--- src/rtl/nand_seq_pkg.sv ---
package nand_seq_pkg;
  localparam int COL_W = 10;
  localparam int ROW_W = 13;
  localparam int LEN_W = 10;

  typedef enum logic [2:0] {
    OP_READ = 3'd0, OP_PROG = 3'd1, OP_ERASE = 3'd2,
    OP_ID = 3'd3, OP_STATUS = 3'd4, OP_RESET = 3'd5
  } op_e;

  typedef enum logic [1:0] {K_CMD, K_ADDR, K_WR, K_RD} kind_e;

  // pointer command chosen by which part of the page the column falls in
  function automatic logic [7:0] read_ptr(input logic [COL_W-1:0] col);
    if (col >= COL_W'(512)) return 8'h50;
    else if (col >= COL_W'(256)) return 8'h01;
    else return 8'h00;
  endfunction

  function automatic logic [7:0] first_cmd(input op_e op, input logic [COL_W-1:0] col);
    case (op)
      OP_READ:  return read_ptr(col);
      OP_PROG:  return 8'h80;
      OP_ERASE: return 8'h60;
      OP_ID:    return 8'h90;
      OP_RESET: return 8'hFF;
      default:  return 8'h70;
    endcase
  endfunction

  function automatic logic [1:0] addr_count(input op_e op);
    case (op)
      OP_READ, OP_PROG: return 2'd3;
      OP_ERASE:         return 2'd2;
      OP_ID:            return 2'd1;
      default:          return 2'd0;
    endcase
  endfunction

  function automatic logic [7:0] addr_byte(input op_e op, input logic [COL_W-1:0] col,
                                           input logic [ROW_W-1:0] row, input logic [1:0] idx);
    logic [7:0] hi;
    hi = 8'(row >> 8);
    if (op == OP_ID) return 8'h00;
    if (op == OP_ERASE) return (idx == 2'd0) ? row[7:0] : hi;
    case (idx)
      2'd0:    return col[7:0];
      2'd1:    return row[7:0];
      default: return hi;
    endcase
  endfunction
endpackage

--- src/rtl/nand_bus_cycle.sv ---
module nand_bus_cycle
  import nand_seq_pkg::*;
#(
  parameter int T_SETUP = 1,
  parameter int T_WL    = 1,
  parameter int T_WH    = 1
) (
  input  logic       clk,
  input  logic       rst_n,
  input  logic       go,
  input  kind_e      go_kind,
  input  logic [7:0] go_byte,
  input  logic [7:0] dq_i,
  output logic       idle,
  output logic       cyc_done,
  output logic       cle,
  output logic       ale,
  output logic       we_n,
  output logic       re_n,
  output logic [7:0] dq_o,
  output logic       dq_oe,
  output logic [7:0] rd_byte
);
  localparam int MAXT = (T_SETUP > T_WL) ? ((T_SETUP > T_WH) ? T_SETUP : T_WH)
                                         : ((T_WL > T_WH) ? T_WL : T_WH);
  localparam int CW = $clog2(MAXT + 1);

  typedef enum logic [1:0] {PH_IDLE, PH_SETUP, PH_LOW, PH_HIGH} ph_e;
  ph_e ph;
  logic [CW-1:0] cnt;
  kind_e kind_q;
  logic [7:0] byte_q;

  logic strobe_rise;
  assign strobe_rise = (ph == PH_LOW) && (cnt == '0);

  always_ff @(posedge clk or negedge rst_n) begin
    if (!rst_n) begin
      ph <= PH_IDLE; cnt <= '0; kind_q <= K_CMD; byte_q <= '0; rd_byte <= '0;
    end else begin
      case (ph)
        PH_IDLE: if (go) begin
          kind_q <= go_kind; byte_q <= go_byte; ph <= PH_SETUP; cnt <= CW'(T_SETUP - 1);
        end
        PH_SETUP: if (cnt == '0) begin ph <= PH_LOW; cnt <= CW'(T_WL - 1); end
                  else cnt <= cnt - 1'b1;
        PH_LOW: if (cnt == '0) begin
          ph <= PH_HIGH; cnt <= CW'(T_WH - 1);
          if (kind_q == K_RD) rd_byte <= dq_i;
        end else cnt <= cnt - 1'b1;
        default: if (cnt == '0) ph <= PH_IDLE; else cnt <= cnt - 1'b1;
      endcase
    end
  end

  assign idle     = (ph == PH_IDLE);
  assign cyc_done = (ph == PH_HIGH) && (cnt == '0);
  assign cle      = (ph != PH_IDLE) && (kind_q == K_CMD);
  assign ale      = (ph != PH_IDLE) && (kind_q == K_ADDR);
  assign we_n     = !((ph == PH_LOW) && (kind_q != K_RD));
  assign re_n     = !((ph == PH_LOW) && (kind_q == K_RD));
  assign dq_o     = byte_q;
  assign dq_oe    = (ph != PH_IDLE) && (kind_q != K_RD);

  // width of the current low pulse, kept for the check below
  logic [CW:0] low_run;
  always_ff @(posedge clk or negedge rst_n) begin
    if (!rst_n) low_run <= '0;
    else if (ph == PH_LOW && !strobe_rise) low_run <= low_run + 1'b1;
    else low_run <= '0;
  end

  AST_GO_WHEN_IDLE: assert property (@(posedge clk) disable iff (!rst_n) go |-> idle);
  AST_HOLD_LOW: assert property (@(posedge clk) disable iff (!rst_n)
    (ph == PH_LOW) |-> ($stable(byte_q) && $stable(kind_q)));
  AST_LOW_WIDTH: assert property (@(posedge clk) disable iff (!rst_n)
    strobe_rise |-> (low_run == (CW+1)'(T_WL - 1)));
endmodule

--- src/rtl/nand_rb_wait.sv ---
module nand_rb_wait #(
  parameter int T_WB    = 2,
  parameter int TIMEOUT = 100000
) (
  input  logic clk,
  input  logic rst_n,
  input  logic arm,
  input  logic rb_n,
  output logic ready_seen,
  output logic tmo
);
  localparam int MAXC = (TIMEOUT > T_WB) ? TIMEOUT : T_WB;
  localparam int WW = $clog2(MAXC + 1);
  logic [WW-1:0] cnt;

  always_ff @(posedge clk or negedge rst_n) begin
    if (!rst_n) cnt <= '0;
    else if (!arm) cnt <= '0;
    else if (cnt != WW'(MAXC)) cnt <= cnt + 1'b1;
  end

  assign ready_seen = arm && rb_n && (cnt >= WW'(T_WB));
  assign tmo        = arm && !rb_n && (cnt >= WW'(TIMEOUT));

  AST_TMO_BUSY: assert property (@(posedge clk) disable iff (!rst_n)
    tmo |-> ($past(arm) && !ready_seen));
endmodule

--- src/rtl/nand_seq.sv ---
module nand_seq
  import nand_seq_pkg::*;
#(
  parameter int T_SETUP = 1,
  parameter int T_WL    = 1,
  parameter int T_WH    = 1,
  parameter int T_WB    = 2,
  parameter int TIMEOUT = 100000
) (
  input  logic             clk,
  input  logic             rst_n,
  input  logic             req_valid,
  output logic             req_ready,
  input  logic [2:0]       req_op,
  input  logic [COL_W-1:0] req_col,
  input  logic [ROW_W-1:0] req_row,
  input  logic [LEN_W-1:0] req_len,
  input  logic             erase_suspend,
  input  logic [7:0]       wr_data,
  input  logic             wr_valid,
  output logic             wr_ready,
  output logic [7:0]       rd_data,
  output logic             rd_valid,
  output logic             done,
  output logic [7:0]       status,
  output logic             timeout_err,
  output logic             nand_ce_n,
  output logic             nand_cle,
  output logic             nand_ale,
  output logic             nand_we_n,
  output logic             nand_re_n,
  output logic [7:0]       nand_dq_o,
  output logic             nand_dq_oe,
  input  logic [7:0]       nand_dq_i,
  input  logic             nand_rb_n
);
  typedef enum logic [3:0] {
    ST_IDLE, ST_CMD1, ST_ADDR, ST_WDATA, ST_CMD2, ST_WAIT, ST_SUSP,
    ST_RDATA, ST_SCMD, ST_SRD, ST_DONE
  } st_e;

  st_e st;
  op_e op;
  logic [COL_W-1:0] col_q;
  logic [ROW_W-1:0] row_q;
  logic [LEN_W-1:0] len_q, idx;
  logic launched, susp_done, err_q;
  logic [7:0] status_q;

  logic eng_go, eng_idle, eng_done;
  kind_e eng_kind;
  logic [7:0] eng_byte, eng_rd;
  logic rb_arm, rb_ok, rb_tmo;
  logic [1:0] nadr;
  logic last_idx, accept;

  assign nadr     = addr_count(op);
  assign last_idx = (idx == len_q - 1'b1);
  assign accept   = req_valid && req_ready;

  always_comb begin
    eng_kind = K_CMD;
    eng_byte = 8'h00;
    case (st)
      ST_CMD1:  eng_byte = first_cmd(op, col_q);
      ST_ADDR:  begin eng_kind = K_ADDR; eng_byte = addr_byte(op, col_q, row_q, idx[1:0]); end
      ST_WDATA: begin eng_kind = K_WR; eng_byte = wr_data; end
      ST_CMD2:  eng_byte = (op == OP_PROG) ? 8'h10 : 8'hD0;
      ST_SUSP:  eng_byte = 8'hB0;
      ST_SCMD:  eng_byte = 8'h70;
      ST_RDATA, ST_SRD: eng_kind = K_RD;
      default: ;
    endcase
  end

  logic issue_state;
  assign issue_state = (st != ST_IDLE) && (st != ST_WAIT) && (st != ST_DONE);
  assign wr_ready = (st == ST_WDATA) && eng_idle && !launched;
  assign eng_go   = issue_state && eng_idle && !launched && ((st != ST_WDATA) || wr_valid);
  assign rb_arm   = (st == ST_WAIT);

  always_ff @(posedge clk or negedge rst_n) begin
    if (!rst_n) begin
      st <= ST_IDLE; op <= OP_STATUS; col_q <= '0; row_q <= '0; len_q <= '0;
      idx <= '0; launched <= 1'b0; susp_done <= 1'b0; err_q <= 1'b0; status_q <= '0;
    end else begin
      if (eng_go) launched <= 1'b1;
      else if (eng_done) launched <= 1'b0;
      case (st)
        ST_IDLE: if (accept) begin
          op <= op_e'(req_op); col_q <= req_col; row_q <= req_row; len_q <= req_len;
          idx <= '0; susp_done <= 1'b0; err_q <= 1'b0; st <= ST_CMD1;
        end
        ST_CMD1: if (eng_done) begin
          idx <= '0;
          if (nadr != 2'd0) st <= ST_ADDR;
          else if (op == OP_RESET) st <= ST_WAIT;
          else st <= ST_SRD;
        end
        ST_ADDR: if (eng_done) begin
          if (idx == LEN_W'(nadr) - 1'b1) begin
            idx <= '0;
            case (op)
              OP_PROG:  st <= ST_WDATA;
              OP_ERASE: st <= ST_CMD2;
              OP_ID:    st <= ST_RDATA;
              default:  st <= ST_WAIT;
            endcase
          end else idx <= idx + 1'b1;
        end
        ST_WDATA: if (eng_done) begin
          if (last_idx) st <= ST_CMD2; else idx <= idx + 1'b1;
        end
        ST_CMD2: if (eng_done) st <= ST_WAIT;
        ST_WAIT: begin
          idx <= '0;
          if (rb_tmo) begin err_q <= 1'b1; st <= ST_DONE; end
          else if (op == OP_ERASE && erase_suspend && !susp_done) st <= ST_SUSP;
          else if (rb_ok) begin
            if (op == OP_READ) st <= ST_RDATA;
            else if (op == OP_RESET) st <= ST_DONE;
            else st <= ST_SCMD;
          end
        end
        ST_SUSP: if (eng_done) begin susp_done <= 1'b1; st <= ST_WAIT; end
        ST_RDATA: if (eng_done) begin
          if (last_idx) st <= ST_DONE; else idx <= idx + 1'b1;
        end
        ST_SCMD: if (eng_done) st <= ST_SRD;
        ST_SRD: if (eng_done) begin status_q <= eng_rd; st <= ST_DONE; end
        default: st <= ST_IDLE;
      endcase
    end
  end

  assign req_ready   = (st == ST_IDLE);
  assign done        = (st == ST_DONE);
  assign status      = status_q;
  assign timeout_err = err_q;
  assign rd_valid    = eng_done && (st == ST_RDATA);
  assign rd_data     = eng_rd;
  assign nand_ce_n   = (st == ST_IDLE) || (st == ST_DONE);

  nand_bus_cycle #(.T_SETUP(T_SETUP), .T_WL(T_WL), .T_WH(T_WH)) u_cyc (
    .clk(clk), .rst_n(rst_n), .go(eng_go), .go_kind(eng_kind), .go_byte(eng_byte),
    .dq_i(nand_dq_i), .idle(eng_idle), .cyc_done(eng_done), .cle(nand_cle), .ale(nand_ale),
    .we_n(nand_we_n), .re_n(nand_re_n), .dq_o(nand_dq_o), .dq_oe(nand_dq_oe), .rd_byte(eng_rd)
  );

  nand_rb_wait #(.T_WB(T_WB), .TIMEOUT(TIMEOUT)) u_rbw (
    .clk(clk), .rst_n(rst_n), .arm(rb_arm), .rb_n(nand_rb_n), .ready_seen(rb_ok), .tmo(rb_tmo)
  );

  AST_CE_STROBE: assert property (@(posedge clk) disable iff (!rst_n)
    (!nand_we_n || !nand_re_n) |-> !nand_ce_n);
  AST_OE_READ: assert property (@(posedge clk) disable iff (!rst_n)
    !nand_re_n |-> !nand_dq_oe);
  AST_ONE_REQ: assert property (@(posedge clk) disable iff (!rst_n)
    accept |=> !req_ready);
  AST_DONE_PULSE: assert property (@(posedge clk) disable iff (!rst_n)
    done |=> (!done && req_ready));
  AST_WR_PROG_ONLY: assert property (@(posedge clk) disable iff (!rst_n)
    wr_ready |-> (op == OP_PROG));
  AST_ERR_CLEAR: assert property (@(posedge clk) disable iff (!rst_n)
    accept |=> !timeout_err);
  AST_SUSP_ERASE: assert property (@(posedge clk) disable iff (!rst_n)
    (st == ST_SUSP) |-> (op == OP_ERASE && !susp_done));
  AST_WAIT_RB: assert property (@(posedge clk) disable iff (!rst_n)
    ((st == ST_WAIT) && (op != OP_ERASE || !erase_suspend || susp_done) && !rb_tmo && $past(rb_arm)
      && nand_rb_n && rb_ok) |=> (st != ST_WAIT));
endmodule

--- config.mk ---
export PLATFORM = sky130hd
export DESIGN_NAME = nand_seq
export DESIGN_NICKNAME = d
export VERILOG_FILES = /design/src/rtl/nand_seq_pkg.sv /design/src/rtl/nand_bus_cycle.sv /design/src/rtl/nand_rb_wait.sv /design/src/rtl/nand_seq.sv
export SDC_FILE = /design/constraint.sdc
export NUM_CORES = 1
export LEC_CHECK = 0
export BUFFER_PORTS_ARGS = -buffer_cell sky130_fd_sc_hd__buf_2
export CAP_MARGIN = 20
export CORE_UTILIZATION = 29
export CTS_CLUSTER_SIZE = 20
export DETAILED_ROUTE_END_ITERATION = 10
export PLACE_DENSITY_LB_ADDON = 0.25
export SYNTH_ARGS = -nofsm -noshare
export SYNTH_HDL_FRONTEND = slang
export SYNTH_SLANG_ARGS = --single-unit
--- constraint.sdc ---
create_clock -name clk -period 6 [get_ports clk]
set_clock_uncertainty 0.1 [all_clocks]
set_input_delay 0.6 -clock clk [delete_from_list [all_inputs] [get_ports clk]]
set_output_delay 0.6 -clock clk [all_outputs]
set_load 0.005 [all_outputs]
==> results.yml <==
synthesis:
  synth_seq_cells: 98
  yosys.area.top_type: "dfrtp_1"
  ys_warn_count: 0
  synth_area_mm2: 0.00545
  synth_top_flop_cell: "dfrtp_1"
  synth_edf_count: 0
  async_reset_ff_share_pct: 100
  synth.distinct_cells: 58
  synthTopCellsByArea: "dfrtp_1, mux2_2, nor2_1"
  netlist.area_leader.share_pct: 44.5
  synth-seq-area-share_pct: 45.0
  syn_nets: 622
  synth_area_per_cell_um2: 9.84
  syn_inst: 554
timing:
  setup_viol: 0
  max_freq_mhz: 316
  tightest_slew_ns: 0.788
  slew_violations: 0
  min_period_ns: 3.17
  finalCritPeriodShare_pct: 52.8
  rsz0062_at_grt: "false"
  hold_viol_final: 0
  setup_tns_ns: 0
  slew_headroom_pct: 47.5
  fin_ws_ns: 2.83
power:
  leakage_nw: 3.06
  ir_drop_uv: 129
  powerDensity_mw_per_mm2: 201
grt:
  grt_pass1_vias: 4561
  antenna_found_initial: 0
  grt_max_degree: 52
  overflow: 0
  grt.total_usage_pct: 15.5
  grt_pass1_wl_mm: 23.9
final_layout:
  final_common_cell: "dfrtp_1"
  final_cell_mix: "dfrtp_1, buf_2, mux2_2"
  drive_gt1_share_pct: 28.1
  diodes: 0
  syn_to_final_growth_pct: 17.5
  final_area_mm2: 0.00640
  finalNonFillerCells: 867
  final_nets: 701
  final_util_pct: 35.2
critical_path:
  path_buf_inv: 2
  worstPathRequired_ns: 5.30
  critical_path_depth: 5
  rrSetupSlack_ns: 2.88
  path_max_fanout: 20
  slowest_stage: "dfrtp_1"
  crit_top_cell: "nor2_1"
  start_kind: "register"
  max_stage_delay_ns: 0.75
  crit_path_end_kind: "primary output"
  path_class: "register to primary output"
  crit_path_cell_trace: "clkinv_1, nor2_1, nand2_1, nor2_1, buf_2"
  worstPathArrival_ns: 2.47
  reg2reg_depth: 6
  timing.critical_path.max_delay_family: "simple AND/OR/NAND/NOR gates"
place:
  postPlaceCellArea_mm2: 0.00611
  place_congestion: 0.898
  place_ws_ns: 2.96
  io_buffers: 92
  placed_cells: 851
  hpwl_mm: 10.7
routing:
  viasPerCell: 5.17
  drt_iter0_drc: 213
  num_vias: 4480
  wl_mm: 14.3
  ant_nets: 0
  routedWlPerCell_um: 16.5
  first_pass_iters: 8
  drc: 3
clocking:
  clk_pin_slew_ns: 0.07
  clock_latency_ns: 0.35
  cts_buffers: 9
  cts.htree.levels: 3
  cts-root-buf: "clkbuf_16"
  hold_buffers: 0
  cts_buffer_depth: 2
  clock_sinks: 98
  cts_setup_buffers: 0
  cts_tree: "yes"
  cts_resized: 0
min_path:
  hold_path.class: "input pin to asynchronous set/reset pin"
floorplanning:
  die_w_um: 139
  die_h_um: 139
  io_pins: 93
  die-area_mm2: 0.0193
  coreArea_mm2: 0.0182
  start_util_pct: 29.9
  rows: 49
run_status:
  violations: "design-rule violations"
  outcome: "finished, violations left"
run:
  maxCapViolations: 0
final timing paths:
| check | start | to |
|---|---|---|
| setup / recovery | st[1]$_DFFE_PN0P_ | rd_valid |
| hold / removal | rst_n | u_rbw.cnt[5]$_DFFE_PN0P_ |
| setup reg to reg | st[1]$_DFFE_PN0P_ | idx[6]$_DFFE_PN0P_ |
| hold reg to reg | u_cyc.dq_o[4]$_DFFE_PN0P_ | u_cyc.dq_o[4]$_DFFE_PN0P_ |
| max in group asynchronous | rst_n | idx[8]$_DFFE_PN0P_ |
| min in group clk | nand_dq_i[2] | u_cyc.rd_byte[2]$_DFFE_PN0P_ |
report_power, final:
group,total [W],internal (W),switching [W]
sequential,0.000665,0.000663,0.00000205
combinational,0.0000419,0.0000183,0.0000236
clock,0.000577,0.000293,0.000284
total,0.00128,0.000975,0.000310
registers in the layout, summed over array words and instances (netlist names), 3 cells and up:
register	flops
col_q	10
idx	10
len_q	10
op	3
row_q	13
st	4
status	8
u_cyc.dq_o	8
u_cyc.rd_byte	8
u_rbw.cnt	17
stage by stage:
stage / hold WS [ns] / power [W]
after floorplan: 0.204 / 0.000682
after global placement: 0.369 / 0.000721
after detailed placement: 0.377 / 0.000722
after CTS: 0.207 / 0.00130
after global routing: 0.239 / 0.00133
final: 0.174 / 0.00128
logic make-up (layout without fill, tap and decap cells):
logic type / count (synthesis) / count (layout) / share of synthesized area [%]
AO/OA/AOI/OAI: 107 / 107 / 12.6
XOR/XNOR: 32 / 32 / 5.14
adder cells (fa/ha/maj): 10 / 10 / 2.30
buffers and inverters: 48 / 132 / 3.42
flip-flops: 98 / 98 / 45.0
multiplexers: 66 / 66 / 13.4
AND/OR/NAND/NOR: 193 / 193 / 18.2
cell usage after synthesis (2+ instances only):
library cell / n
a2111oi_0: 2
nor3_1: 14
a22oi_1: 7
inv_1: 19
a211o_1: 3
clkbuf_1: 19
and3_1: 9
dfrtp_1: 97
nor3b_1: 5
nor2_1: 50
a221oi_1: 7
o22ai_1: 8
xor2_1: 18
a31oi_1: 2
xnor2_1: 14
o31a_1: 2
buf_2: 5
o211ai_1: 2
a211oi_1: 2
a31o_2: 2
nor4_1: 5
ha_1: 10
o311a_1: 2
mux2i_1: 11
nand3_1: 23
a21oi_1: 25
o21ai_0: 31
and4_1: 4
nand2_1: 46
or4_1: 2
nand4_1: 4
buf_1: 3
mux2_2: 55
nand2b_1: 16
o31ai_1: 2
nor4b_1: 2
clkinv_1: 2
o21a_1: 4
per-layer routing:
metal / routed length [µm] / GRT usage (%) / vias up / share of wire [%]
met1: 6780 / 21.0 / 2200 / 47
met2: 6580 / 24.3 / 118 / 46
met5: 0 / 0 / - / 0
met4: 353 / 6.96 / 0 / 2.5
li1: - / - / 2137 / -
met3: 631 / 2.73 / 25 / 4.4
worst reg2reg max path, stage by stage, from the launching register on:
cell and delay [ns]:
dfrtp_1 0.75, clkinv_1 0.41, a221oi_1 0.48, o21ai_0 0.23, a21oi_1 0.66, nand3_1 0.21, mux2i_1 0.21
area by class of cell:
cell class | instances | area, µm²
clock inverter | 7 | 65.1
sequential | 98 | 2450
inverter | 21 | 78.8
tap | 229 | 287
timing repair buffer | 95 | 485
clock buffer | 9 | 225
multi-input combinational | 408 | 2810
fill | 1815 | 11800
(Power assumes the default switching activity.)
